<file path="config.mk">
export PLATFORM = sky130hd
export DESIGN_NAME = edge_ucode_ctrl
export DESIGN_NICKNAME = d
export VERILOG_FILES = /design/src/rtl/edge_ucode_pkg.sv /design/src/rtl/ucode_rom.sv /design/src/rtl/ucode_seq.sv /design/src/rtl/ucode_out_reg.sv /design/src/rtl/edge_ucode_ctrl.sv
export SDC_FILE = /design/constraint.sdc
export NUM_CORES = 1
export LEC_CHECK = 0
export BUFFER_PORTS_ARGS = -buffer_cell sky130_fd_sc_hd__buf_4
export CELL_PAD_IN_SITES_DETAIL_PLACEMENT = 0
export CELL_PAD_IN_SITES_GLOBAL_PLACEMENT = 2
export CORE_AREA = 2 2 39 41
export DETAILED_ROUTE_END_ITERATION = 7
export DIE_AREA = 0 0 41 43
export MAX_ROUTING_LAYER = met4
export PLACE_DENSITY_LB_ADDON = 0.05
export SLEW_MARGIN = 10
export SYNTH_ARGS = -nofsm -noshare
export SYNTH_HDL_FRONTEND = slang
export SYNTH_SLANG_ARGS = --single-unit
</file>
<file path="constraint.sdc">
create_clock -name clk -period 2.2 [get_ports clk]
set_input_delay 0.33 -clock clk [delete_from_list [all_inputs] [get_ports clk]]
set_output_delay 0.33 -clock clk [all_outputs]
set_load 0.02 [all_outputs]
</file>
<file path="src/rtl/edge_ucode_pkg.sv">
`timescale 1ns/1ps
// Package: edge_ucode_pkg
// Shared widths, field positions and the fixed microprogram of the
// edge detector controller. Assumes an 8-bit word and a 3-bit address.
package edge_ucode_pkg;

    localparam int UADDR_W  = 3;
    localparam int UWORD_W  = 8;
    localparam int KIND_BIT = 7;   // 0: output word, 1: test word
    localparam int POL_BIT  = 6;   // test word: level that makes the jump taken
    localparam int VAL_BIT  = 0;   // output word: new output value

    typedef logic [UWORD_W-1:0] uword_t;

    // Fixed program: hold-high wait, hold-low wait, one-word pulse, return.
    function automatic uword_t prog_word(input int idx);
        uword_t w;
        case (idx)
            0:       w = 8'h00;   // output 0
            1:       w = 8'hC0;   // level 1 -> 0 (wait for low)
            2:       w = 8'h00;   // output 0
            3:       w = 8'h82;   // level 0 -> 2 (wait for high)
            4:       w = 8'h01;   // output 1 (pulse)
            5:       w = 8'h00;   // output 0
            6:       w = 8'hC1;   // level 1 -> 1
            7:       w = 8'h81;   // level 0 -> 1
            default: w = 8'h00;
        endcase
        return w;
    endfunction

endpackage

</file>
<file path="src/rtl/ucode_rom.sv">
`timescale 1ns/1ps
// Module: ucode_rom
// Read-only microprogram store with an asynchronous read port.
// Assumes the contents come from edge_ucode_pkg::prog_word.
module ucode_rom #(
    parameter int ADDR_W = 3,
    parameter int WORD_W = 8
) (
    input  logic [ADDR_W-1:0] addr,
    output logic [WORD_W-1:0] word
);
    localparam int DEPTH = 1 << ADDR_W;

    logic [WORD_W-1:0] mem [DEPTH];

    // One constant word per address, filled from the package program.
    for (genvar g = 0; g < DEPTH; g++) begin : g_fill
        assign mem[g] = WORD_W'(edge_ucode_pkg::prog_word(g));
    end

    // Combinational read of the addressed word.
    assign word = mem[addr];

endmodule

</file>
<file path="src/rtl/ucode_seq.sv">
`timescale 1ns/1ps
// Module: ucode_seq
// Microprogram counter and next-address logic. An output word and an
// untaken test word step by one; a taken test word loads its target.
// Assumes level_i is synchronous to clk.
module ucode_seq #(
    parameter int ADDR_W   = 3,
    parameter int WORD_W   = 8,
    parameter int KIND_BIT = 7,
    parameter int POL_BIT  = 6
) (
    input  logic              clk,
    input  logic              rst_n,
    input  logic [WORD_W-1:0] word,
    input  logic              level_i,
    output logic [ADDR_W-1:0] pc,
    output logic              is_out_word
);
    localparam logic [ADDR_W-1:0] STEP = ADDR_W'(1);

    logic              is_test;
    logic              taken;
    logic [ADDR_W-1:0] target;
    logic [ADDR_W-1:0] pc_nxt;

    // Decode the word kind and the two-way branch decision.
    always_comb begin
        is_test     = word[KIND_BIT];
        is_out_word = ~word[KIND_BIT];
        target      = word[ADDR_W-1:0];
        taken       = is_test && (word[POL_BIT] == level_i);
        pc_nxt      = taken ? target : pc + STEP;
    end

    // Counter register with synchronous reset to address 0.
    always_ff @(posedge clk) begin
        if (!rst_n) pc <= '0;
        else        pc <= pc_nxt;
    end

    assert_reset_start_R1: assert property (@(posedge clk) disable iff (!rst_n)
        $rose(rst_n) |-> pc == '0);

    assert_jump_high_R3: assert property (@(posedge clk) disable iff (!rst_n)
        ($past(rst_n) && $past(word[KIND_BIT]) && $past(word[POL_BIT]) && $past(level_i))
        |-> pc == $past(word[ADDR_W-1:0]));

    assert_jump_low_R4: assert property (@(posedge clk) disable iff (!rst_n)
        ($past(rst_n) && $past(word[KIND_BIT]) && !$past(word[POL_BIT]) && !$past(level_i))
        |-> pc == $past(word[ADDR_W-1:0]));

    assert_fallthrough_R5: assert property (@(posedge clk) disable iff (!rst_n)
        ($past(rst_n) && $past(word[KIND_BIT]) && ($past(word[POL_BIT]) != $past(level_i)))
        |-> pc == $past(pc) + STEP);

    assert_out_word_step_R2: assert property (@(posedge clk) disable iff (!rst_n)
        ($past(rst_n) && !$past(word[KIND_BIT])) |-> pc == $past(pc) + STEP);

endmodule

</file>
<file path="src/rtl/ucode_out_reg.sv">
`timescale 1ns/1ps
// Module: ucode_out_reg
// Registered output bit, loaded only by output words and held otherwise.
// Assumes load and val are settled before each clock edge.
module ucode_out_reg (
    input  logic clk,
    input  logic rst_n,
    input  logic load,
    input  logic val,
    output logic q
);
    // Output register: clear on reset, load on an output word, else hold.
    always_ff @(posedge clk) begin
        if (!rst_n)    q <= 1'b0;
        else if (load) q <= val;
    end

    assert_reset_clear_R1: assert property (@(posedge clk) disable iff (!rst_n)
        $rose(rst_n) |-> !q);

    assert_load_value_R2: assert property (@(posedge clk) disable iff (!rst_n)
        ($past(rst_n) && $past(load)) |-> q == $past(val));

    assert_hold_R6: assert property (@(posedge clk) disable iff (!rst_n)
        ($past(rst_n) && !$past(load)) |-> $stable(q));

endmodule

</file>
<file path="src/rtl/edge_ucode_ctrl.sv">
`timescale 1ns/1ps
// Module: edge_ucode_ctrl
// Top of the microcoded rising-edge detector: ROM, sequencer and output
// register. Assumes level_i changes at most every other clock cycle and
// is synchronous to clk. Reset is synchronous and active low.
module edge_ucode_ctrl (
    input  logic clk,
    input  logic rst_n,
    input  logic level_i,
    output logic pulse_o
);
    import edge_ucode_pkg::*;

    localparam int AW = UADDR_W;
    localparam int WW = UWORD_W;

    logic [AW-1:0] pc;
    logic [WW-1:0] word;
    logic          is_out_word;

    // Microprogram store addressed by the counter.
    ucode_rom #(.ADDR_W(AW), .WORD_W(WW)) u_rom (
        .addr (pc),
        .word (word)
    );

    // Counter and two-way branch unit.
    ucode_seq #(.ADDR_W(AW), .WORD_W(WW), .KIND_BIT(KIND_BIT), .POL_BIT(POL_BIT)) u_seq (
        .clk         (clk),
        .rst_n       (rst_n),
        .word        (word),
        .level_i     (level_i),
        .pc          (pc),
        .is_out_word (is_out_word)
    );

    // Registered output bit.
    ucode_out_reg u_out (
        .clk   (clk),
        .rst_n (rst_n),
        .load  (is_out_word),
        .val   (word[VAL_BIT]),
        .q     (pulse_o)
    );

    assert_single_cycle_pulse_R7: assert property (@(posedge clk) disable iff (!rst_n)
        ($past(rst_n) && $past(pulse_o)) |-> !pulse_o);

    assert_pulse_after_rise_R7: assert property (@(posedge clk) disable iff (!rst_n)
        ($past(rst_n) && $rose(pulse_o)) |-> pc == AW'(5));

endmodule

</file>
After elaboration in Yosys (flattened, before gate mapping)
Memories as Yosys holds them, arrays and structs flattened.
Cells that the tools add are included.

cells by class
  $lt $le $gt $ge = 1
  bitwise logic cells = 1
  multiplexer cells = 3
  reduce and logical (&&, ||, !) cells = 1
  add/subtract/negate cells = 1
  equal/unequal tests = 1

operators with widths
  operator             number
  $mux 8               2
  $ge 4x4->1 const B   1
  $not 3->4            1
  $add 3x1->3 const B  1
  $mux 3               1
  $eq 1x1->1           1
  $logic_and 1x1->1    1

storage, ports and cells
  ROM bits = 64
  flip-flop bits (word level) = 4
  memories = 1
  word-level logic and storage cells = 11
  output and inout port bits = 1
  input port bits = 3

memory list
  memory            depth  bits a word  rd ports  clocked after memory_dff  write ports  RTL line         text
  (name not given)  8      8            1         0                         0            ucode_rom.sv:22  assign word = mem[addr];

Depth between registers and ports, before layout
Gate-level depths: netlist of run 1.

  depth after elaboration = 7
  mapped depth = 5
  gate-level depth less buffers = 5

Cells and area by module
From an unflattened synthesis of run 1, not the netlist that was laid out.

unflattened totals
  cells, all modules = 31
  area, all modules = 271.5 µm²

by module, submodules not included
  module         instances  cells each  sequential area each (µm²)  area each (µm²)
  ucode_seq      1          17          60.1                        151.4
  ucode_rom      1          11          0.0                         83.8
  ucode_out_reg  1          3           20.0                        36.3

Worst setup path after synthesis of run 1
No wires, ideal clock.

  path type = flip-flop to flip-flop
  from = reg u_seq.pc[1]
  to = reg u_seq.pc[2]
  cell stages (with the launch flop) = 6
  arrival = 1259 ps
  library setup time = 116 ps
  clock period less this slack = 1374 ps
  required time = 2084 ps
  slack = 826 ps
  path buffers = 0
  cells stage by stage = dfxtp_1 inv_1 ha_1 xor2_1 o32a_1 and3b_1

between the ends
  longest elaborated chain between the ends = 7
  elaborated cells on any way between the ends = 8
  classes of those cells = add/sub (1); eq/ne (1); mux (3); bitwise (1); reduce/logical (1); memory (1)

ends and longest elaborated chain
  element                                    RTL line         text
  start: declaration                         ucode_seq.sv:16  output logic [ADDR_W-1:0] pc,
  start signal: assignment                   ucode_seq.sv:38  else pc <= pc_nxt;
  $not 3->4 (implied by the code)            ucode_rom.sv:22
  $mem_v2 8x8                                --
  $mux 8 (implied by the code) (2 in a row)  ucode_rom.sv:22
  $eq 1x1->1                                 ucode_seq.sv:31  taken = is_test && (word[POL_BIT] == level_i);
  $logic_and 1x1->1                          ucode_seq.sv:31
  $mux 3 (*)                                 ucode_seq.sv:32  pc_nxt = taken ? target : pc + STEP;

Mark *: on every way between the ends. The rest lies on a longest branch, timed or not. The select of a mux whose other input is x is not followed.
A chain may end at the register's enable or synchronous reset.

Worst setup path in the final report of run 1
Ends and elaborated chain as after synthesis.

==> results of run 1 <==
sequential cells by signal (all words and copies together) (netlist names):
| name | count |
|---|---|
| u_seq.pc | 3 |
| u_out.q | 1 |
where the power goes:
part           internal (mW)  total, mW  switching [mW]
combinational         0.0342     0.0626          0.0284
sequential            0.0833     0.0969          0.0136
clock                 0.0610     0.0912          0.0302
total                  0.178      0.251          0.0722
placed cells by master (no fill, tap or decap), drive strengths merged, types with 2 or more instances in the layout:
master | synthesis | routed
buf | 0 | 3
xor2 | 2 | 2
mux2i | 2 | 2
clkbuf | 0 | 3
inv | 3 | 3
dfxtp | 4 | 4
ha | 5 | 5
nand2 | 3 | 3
Yosys cell counts:
master,number
a21oi_1,1
and3b_1,1
dfxtp_1,4
ha_1,5
inv_1,3
mux2_2,1
mux2i_1,2
nand2_1,3
nand2b_1,1
nand3b_1,1
nor2b_1,1
nor3b_1,1
o32a_1,1
xor2_1,2
per-layer routing:
layer	up-vias	global-route usage [%]	share of wire (%)
met2	5	7.19	43
met3	2	1.57	5.6
met5	-	-	0
met1	82	8.33	48
met4	0	8.00	3.2
li1	103	-	-
through the flow:
step                      setup slack, ns  power [mW]  instances  cell area, sq um  util (%)
after floorplan                     0.826       0.144         27               265         -
final                               0.722       0.251         49               330      23.9
after global routing                0.632       0.269         49               330      23.9
after detailed placement            0.709       0.162         46               308      22.2
after global placement              0.705       0.166         46               308      22.2
after CTS                           0.703       0.258         49               330      23.9
final cells by class:
cell class,count,area (sq um),area share [%]
multi-input combinational,20,174,52.7
sequential,4,80.1,24.2
clock buffer,3,22.5,6.82
timing repair buffer,3,22.5,6.82
inverter,3,11.3,3.41
tap,16,20.0,6.06
logic make-up (layout without fill, tap and decap cells):
group                      count (synthesis)  after routing  synth area share, %
xor gates and xnor gates                   2              2                 6.60
and+or+nand+nor                            8              8                 17.9
buffers and inverters                      3              9                 4.24
adders and majority gates                  5              5                 23.6
DFF                                        4              4                 30.2
muxes                                      3              3                 11.8
AOI/OAI and AO/OA                          2              2                 5.66
worst register-to-register path: cells and delay by family (launching register included):
kind,cells,cell delay (ns)
flip-flops,1,0.41
AO/OA/AOI/OAI,1,0.35
AND/OR/NAND/NOR,1,0.20
adder cells (fa/ha/maj),1,0.19
XOR/XNOR,1,0.14
buffers and inverters,1,0.09
worst paths after layout:
check | start | cells past startpoint | end
worst max-delay path | u_seq.pc[1] | 5 | u_seq.pc[2]
worst min-delay path | rst_n | 2 | u_out.q
worst max register to register | u_seq.pc[1] | 5 | u_seq.pc[2]
worst min register to register | u_out.q | 2 | u_out.q
==> flow_summary.json, run 1 <==
{
  "cts_tree": "built",
  "io_buffers": 3,
  "crit_slowest_cell": "dfxtp_1",
  "die_width_microns": 41,
  "peakVddDrop_mv": 0.181,
  "dieArea_sq_um": 1760,
  "clkTransAtPathRegs_ns": 0.04,
  "yosys_warnings": 0,
  "syn_area_per_cell_sq_um": 9.82,
  "gp_congestion": 0.606,
  "leakagePower_nw": 0.158,
  "worst_setup_path_end_kind": "flip-flop",
  "setup_violations": 0,
  "r2r_slack_ns": 0.72,
  "arrival_ns": 1.60,
  "grt.total_usage_pct": 6.58,
  "grt_start_max_net_pins": 7,
  "worst_setup_path_start_kind": "flip-flop",
  "netlist_area_sq_um": 265,
  "netlist.area_leader.share_pct": 30.2,
  "max-cap-violations": 0,
  "rsz0062_at_grt": "false",
  "period_needed_ns": 1.48,
  "synth_seq_cells": 4,
  "synthTopCellsByArea": "dfxtp_1 (30%), ha_1 (24%), mux2i_1 (7.5%), xor2_1 (6.6%), inv_1 (4.2%)",
  "finalWirelength_microns": 443,
  "finalClockSkew_ns": 0.00295,
  "place_hpwl_microns": 360,
  "nets": 43,
  "first_global_vias": 182,
  "worstPathRequired_ns": 2.32,
  "timing.final.crit_share_pct": 67.2,
  "yosysSeqAreaShare_pct": 30.2,
  "vias": 192,
  "path_buf_inv": 1,
  "core-area_sq_um": 1380,
  "antenna_left": 0,
  "powerDensity_nw_per_um2": 759,
  "drc": 0,
  "critical-path-top-delay-family": "flip-flops",
  "fill_cells": 158,
  "status": "finished clean",
  "setup.worst_path.class": "reg -> reg",
  "whs_ns": 0.368,
  "diodes": 0,
  "io_pins": 4,
  "grt_pass1_wl_microns": 696,
  "path_cells": "inv_1 > ha_1 > xor2_1 > o32a_1 > and3b_1",
  "cts_resized": 0,
  "syn-num-nets": 35,
  "max-clock-path-buffers": 2,
  "slew_violations": 0,
  "cts_made_buffers": 3,
  "clockRootBuffer": "clkbuf_4",
  "crit_fanout": 6,
  "tns_ns": 0,
  "max_slew_margin_pct": 87.3,
  "drt_iter0_markers": 1,
  "via_per_inst": 3.92,
  "cts.sinks": 4,
  "dr.pass1.iters": 3,
  "initial_utilization_pct": 19.2,
  "synth_largest_area_cell": "dfxtp_1",
  "hold_class": "in -> reg",
  "hold_viol_final": 0,
  "avgRoutedWirePerCell_microns": 9.04,
  "worst_slew_pin_slew_ns": 0.190,
  "antenna_found_initial": 0,
  "core.rowCount": 14,
  "gr-total-overflow": 0,
  "clock_latency_ns": 0.24,
  "area_delta_synth_final_pct": 24.5,
  "syn_inst": 27,
  "ys_types": 14,
  "max_stage_delay_ns": 0.41,
  "fmax_ghz": 0.677,
  "ctsHoldBuffers": 0,
  "drive_gt1_share_pct": 21.2,
  "fp.dieH_microns": 43,
  "htreeDepth": 1,
  "post-cts-setup-buffers": 0
}
Power figures use the tool's default switching activity.
==> run 2, diff against run 1 <==
ABC_AREA = 1   (was default)
clock period = 1.32 ns   (was 2.2 ns; I/O delays follow)
==> run 2 against run 1 <==
Compared with the run above: via count grew 32%; critical path depth grew 4; power grew to 2.5 times the previous value; final cell count grew 27%; sequential share of layout area shrank 2.6 points; largest power group is now combinational logic; worst hold slack lost 0.16 ns; clock skew shrank 0.0013 ns; critical endpoint is now u_seq.pc[0]; sequential cell count is the same.
==> flow_summary.json, run 2 <==
{
  "clockRootBuffer": "clkbuf_4",
  "synth-simple-area-share_pct": 33.0,
  "synthTopCellsByCount": "nand2_1 (10), inv_1 (6), ha_1 (5), nor2_1 (5), dfxtp_1 (4)",
  "setup_violations": 0,
  "drt_iter0_markers": 4,
  "worst_setup_path_end_kind": "flip-flop",
  "crit_fanout": 5,
  "finalWirelength_microns": 538,
  "core.rowCount": 14,
  "synth_largest_area_cell": "dfxtp_1",
  "async_reset_ff_share_pct": 0,
  "finalPower_mw": 0.639,
  "worst_setup_path_start_kind": "flip-flop",
  "synth_seq_cells": 4,
  "htreeDepth": 1,
  "yosysMostFrequentCell": "nand2_1",
  "netlist_area_sq_um": 277,
  "via_per_inst": 4.10,
  "reg.largest.list": "u_seq.pc: 3 flops, u_out.q: 1 flops",
  "use_met2_pct": 10.9,
  "nets": 56,
  "setup.worst_path.class": "reg -> reg",
  "whs_ns": 0.209,
  "hold_class": "in -> reg",
  "clock_latency_ns": 0.23,
  "ys_types": 11,
  "synth_edf_count": 0,
  "cts.sinks": 4,
  "synthTopCellsByArea": "dfxtp_1 (29%), ha_1 (23%), nand2_1 (14%), inv_1 (8.1%), nor2_1 (6.8%)",
  "core-area_sq_um": 1380,
  "reg2reg_to": "u_seq.pc[0]",
  "r2r_slack_ns": 0.15,
  "grt.total_usage_pct": 9.47,
  "first_global_vias": 248,
  "synth_top_family_by_area": "simple AND/OR/NAND/NOR gates",
  "status": "finished clean",
  "arrival_ns": 1.35,
  "hold_viol_final": 0,
  "max_slew_margin_pct": 83.5,
  "gp_congestion": 0.691,
  "r2r_cells": 9,
  "layout_commonest_cell": "nand2_1",
  "die_width_microns": 41,
  "period_needed_ns": 1.17,
  "vias": 254,
  "regMostFlops": "u_seq.pc",
  "place_hpwl_microns": 442,
  "synth_compound_area_share_pct": 5.88,
  "ys.flop_type": "dfxtp_1",
  "synthMuxAreaShare_pct": 0,
  "fmax_ghz": 0.853,
  "gr-total-overflow": 0,
  "synthAdderAreaFrac_pct": 22.6,
  "powerDensity_nw_per_um2": 1700,
  "finalClockSkew_ns": 0.00168,
  "timing.final.crit_share_pct": 88.8,
  "drive_gt1_share_pct": 32.6,
  "max-cap-violations": 0,
  "antenna_left": 0,
  "reg2reg_from": "u_seq.pc[0]",
  "synth-xor-area-share_pct": 0,
  "clkTransAtPathRegs_ns": 0.04,
  "leakagePower_nw": 0.185,
  "syn_inst": 38,
  "largest_reg_flops": 3,
  "io_pins": 4,
  "worst_slew_pin_slew_ns": 0.248,
  "antenna_found_initial": 0,
  "startpoint": "u_seq.pc[0]",
  "max-clock-path-buffers": 2,
  "ctsHoldBuffers": 0,
  "initial_utilization_pct": 20.0,
  "slew_violations": 0,
  "yosys_warnings": 0,
  "syn-num-nets": 46,
  "grt_start_max_net_pins": 7,
  "cp-endpoint": "u_seq.pc[0]",
  "io_buffers": 3,
  "fp.dieH_microns": 43,
  "avgRoutedWirePerCell_microns": 8.68,
  "netlist.area_leader.share_pct": 29.0,
  "cts_made_buffers": 3,
  "final_cell_mix": "nand2_1 (10), inv_1 (6), nor2_1 (5), buf_4 (5)",
  "dr.pass1.iters": 4,
  "diodes": 0,
  "grt_util_met3_pct": 6.28,
  "met1_usage_pct": 10.6,
  "area_delta_synth_final_pct": 35.7,
  "grt_pass1_wl_microns": 1000,
  "drc": 0,
  "syn_area_per_cell_sq_um": 7.28,
  "yosysSeqAreaShare_pct": 29.0,
  "dieArea_sq_um": 1760,
  "busiest_layer": "met2",
  "peakVddDrop_mv": 0.577,
  "place_area_sq_um": 334,
  "finalInstanceArea_sq_um": 375,
  "cts_tree": "built",
  "worstPathRequired_ns": 1.49
}
run 2: cell count changes in the layout (fill, tap and decap cells not counted), moves of 2 or more:
cell / delta
ha_2: +2
nand2_1: +7
mux2i_1: -2
ha_1: -2
inv_1: +3
nor2_1: +5
xor2_1: -2
buf_4: +2
run 2: power breakdown:
group	switching, mW	total, mW	internal (mW)	leakage, nW
clock network	0.0501	0.152	0.102	0.0138
registers	0.0346	0.193	0.158	0.0332
logic	0.159	0.294	0.135	0.138
run 2: how the worst min path moves through the flow:
| stage | from | endpoint | slack [ns] | cells past startpoint |
|---|---|---|---|---|
| floorplan | rst_n | u_seq.pc[1] | 0.32 | 2 |
| global placement | rst_n | u_seq.pc[1] | 0.45 | 3 |
| detailed placement | rst_n | u_seq.pc[1] | 0.46 | 3 |
| CTS | rst_n | u_seq.pc[1] | 0.21 | 3 |
| global route | rst_n | u_seq.pc[1] | 0.21 | 3 |
| finish | rst_n | u_seq.pc[1] | 0.21 | 3 |
run 2: cell families (layout without fill, tap and decap cells):
logic type | Yosys count | in the layout
flip-flops | 4 | 4
AND/OR/NAND/NOR | 20 | 20
AO/OA/AOI/OAI | 2 | 2
adder cells (fa/ha/maj) | 5 | 5
buffers and inverters | 7 | 15
run 2: critical path: stages (launching register included):
cell	delay [ns]
dfxtp_1	0.31
buf_4	0.15
ha_2	0.18
inv_1	0.05
nand2_1	0.06
nand3_2	0.08
nand3_4	0.08
nand2_1	0.08
nand2_1	0.05
nor2_1	0.09
run 2: repair_timing:
action / in CTS / in global routing
endpoints found under the setup margin: 0 / 2
hold endpoints to repair: 0 / 0
buffers inserted: 0 / 0
resized for setup: 0 / 5
run 2: stage by stage:
stage / cells / setup WS, ns / TNS, ns / util, %
after global placement: 59 / 0.0886 / 0 / 24.1
after CTS: 62 / 0.0996 / 0 / 25.8
final: 62 / 0.148 / 0 / 27.1
after floorplan: 38 / 0.164 / 0 / -
after detailed placement: 59 / 0.114 / 0 / 24.1
after global routing: 62 / -0.00105 / -0.00105 / 27.1
run 2: area by class of cell:
type                            instances  area [sq um]
Fill cell                             158          1010
Multi-Input combinational cell         27           188
Sequential cell                         4          81.3
Timing Repair Buffer                    5          37.5
Inverter                                7          26.3
Clock buffer                            3          22.5
Tap cell                               16          20.0
run 2: routing by layer:
| layer | vias to the layer above | wire length (microns) |
|---|---|---|
| met3 | 2 | 43 |
| li1 | 135 | - |
| met1 | 112 | 222 |
| met2 | 5 | 268 |
| met4 | 0 | 4 |
| met5 | - | 0 |
==> run 3, diff against run 2 <==
ABC_CLOCK_PERIOD_IN_PS = 1400   (was default)
clock period = 1.4 ns   (was 1.32 ns; I/O delays follow)
==> run 3 against run 2 <==
Compared with the run above: combinational power is 29% lower; critical endpoint is now u_seq.pc[1]; global-route usage is 1.8 points lower; die area stayed put; non-clock buffer count is 2 lower; sequential cell count did not move; final cell count fell by 3.2%; largest power group unchanged; largest cell class unchanged; critical path type unchanged; clock-buffer cell count stayed put; via count fell by 7.1%; cell area is 8.7% lower.
==> flow_summary.json, run 3 (same netlist as run 2, synthesis figures left out) <==
{
  "die_width_microns": 41,
  "cts_tree": "built",
  "regMostFlops": "u_seq.pc",
  "finalPower_mw": 0.540,
  "min-delay-start": "rst_n",
  "path_cells": "inv_1 > ha_1 > inv_1 > nand2_1 > nand3_1 > nand3_2 > nor2_1 > nor2_1",
  "ctsHoldBuffers": 0,
  "dieArea_sq_um": 1760,
  "htreeDepth": 1,
  "antenna_left": 0,
  "layout_commonest_cell": "nand2_1",
  "largest_reg_flops": 3,
  "hold_viol_final": 0,
  "max_stage_delay_ns": 0.38,
  "diodes": 0,
  "drt_iter0_markers": 2,
  "r2r_slack_ns": 0.16,
  "nets": 54,
  "peakVddDrop_mv": 0.475,
  "reg.largest.list": "u_seq.pc: 3 flops, u_out.q: 1 flops",
  "antenna_found_initial": 0,
  "fin_ws_ns": 0.165,
  "worstPathRequired_ns": 1.53,
  "grt_pass1_wl_microns": 821,
  "rsz0062_at_grt": "false",
  "clock_latency_ns": 0.24,
  "finalWirelength_microns": 481,
  "status": "finished clean",
  "avgRoutedWirePerCell_microns": 8.02,
  "area_delta_synth_final_pct": 24.0,
  "arrival_ns": 1.36,
  "core-area_sq_um": 1380,
  "place_ws_ns": 0.0983,
  "fmax_ghz": 0.810,
  "setup.worst_path.class": "reg -> reg",
  "finalClockSkew_ns": 0.00494,
  "io_pins": 4,
  "max-clock-path-buffers": 2,
  "crit_slowest_cell": "dfxtp_1",
  "timing.final.crit_share_pct": 88.2,
  "cts.sinks": 4,
  "powerDensity_nw_per_um2": 1570,
  "clkTransAtPathRegs_ns": 0.04,
  "gp_congestion": 0.742,
  "hold_class": "in -> reg",
  "first_global_vias": 230,
  "slew_violations": 0,
  "whs_ns": 0.223,
  "via_per_inst": 3.93,
  "core.rowCount": 14,
  "grt.total_usage_pct": 7.71,
  "max-cap-violations": 0,
  "clockRootBuffer": "clkbuf_4",
  "io_buffers": 3,
  "grt_start_max_net_pins": 7,
  "crit_fanout": 5,
  "fp.dieH_microns": 43,
  "worst_setup_path_end_kind": "flip-flop",
  "tns_ns": 0,
  "vias": 236,
  "gr-total-overflow": 0,
  "worst_setup_path_start_kind": "flip-flop",
  "final_cell_mix": "nand2_1 (10), inv_1 (6), nor2_1 (5), ha_1 (5)",
  "reg2reg_from": "u_seq.pc[1]",
  "drive_gt1_share_pct": 22.7,
  "dr.pass1.iters": 2,
  "drc": 0,
  "worst_slew_pin_slew_ns": 0.217,
  "cts_made_buffers": 3,
  "max_slew_margin_pct": 85.5,
  "period_needed_ns": 1.24,
  "initial_utilization_pct": 20.0,
  "leakagePower_nw": 0.177,
  "startpoint": "u_seq.pc[1]",
  "place_hpwl_microns": 402,
  "fill_cells": 169,
  "setup_violations": 0
}
## run 3: path summary, 6_finish.rpt
| check | to | cells past startpoint |
|---|---|---|
| worst min-delay path | u_seq.pc[0] | 3 |
| worst max-delay path | u_seq.pc[1] | 8 |
| worst max register to register | u_seq.pc[1] | 8 |
| worst min register to register | u_out.q | 2 |
## run 3: critical path, delay by kind of cell, from the launching register on
kind                     cells  cell delay, ns
flip-flops                   1            0.38
adder cells (fa/ha/maj)      1            0.20
buffers and inverters        2            0.15
AND/OR/NAND/NOR              5            0.39
## run 3: timing repair
item                                    4_1_cts  5_1_grt
buffers inserted                              0        0
endpoints found under the setup margin        0        3
gates resized for setup                       0        1
## run 3: layout make-up
| cell class | count | area, sq um | share of cell area [%] |
|---|---|---|---|
| clock buffers | 3 | 22.5 | 6.57 |
| inverters | 7 | 26.3 | 7.66 |
| multi-input cells | 27 | 170 | 49.6 |
| well taps | 16 | 20.0 | 5.84 |
| flip-flops and latches | 4 | 81.3 | 23.7 |
| repair buffers | 3 | 22.5 | 6.57 |
## run 3: metal layers
layer / vias to the layer above / wire [microns] / global-route usage [%]
met5: - / 0 / -
met2: 6 / 227 / 10.6
met4: 0 / 9 / 4.00
li1: 128 / - / -
met3: 4 / 39 / 6.28
met1: 98 / 204 / 7.37
## run 3: where the power goes
part	leakage [nW]	internal [mW]	switching [mW]
clock network	0.0138	0.0959	0.0470
logic	0.130	0.0904	0.119
registers	0.0331	0.148	0.0389
total	0.177	0.335	0.205
## run 3: through the flow
step	area, sq um	utilization (%)	instances
2_1_floorplan	277	-	38
3_3_place_gp	319	23.1	57
3_5_place_dp	319	23.1	57
4_1_cts	342	24.7	60
5_1_grt	343	24.8	60
6_report	343	24.8	60
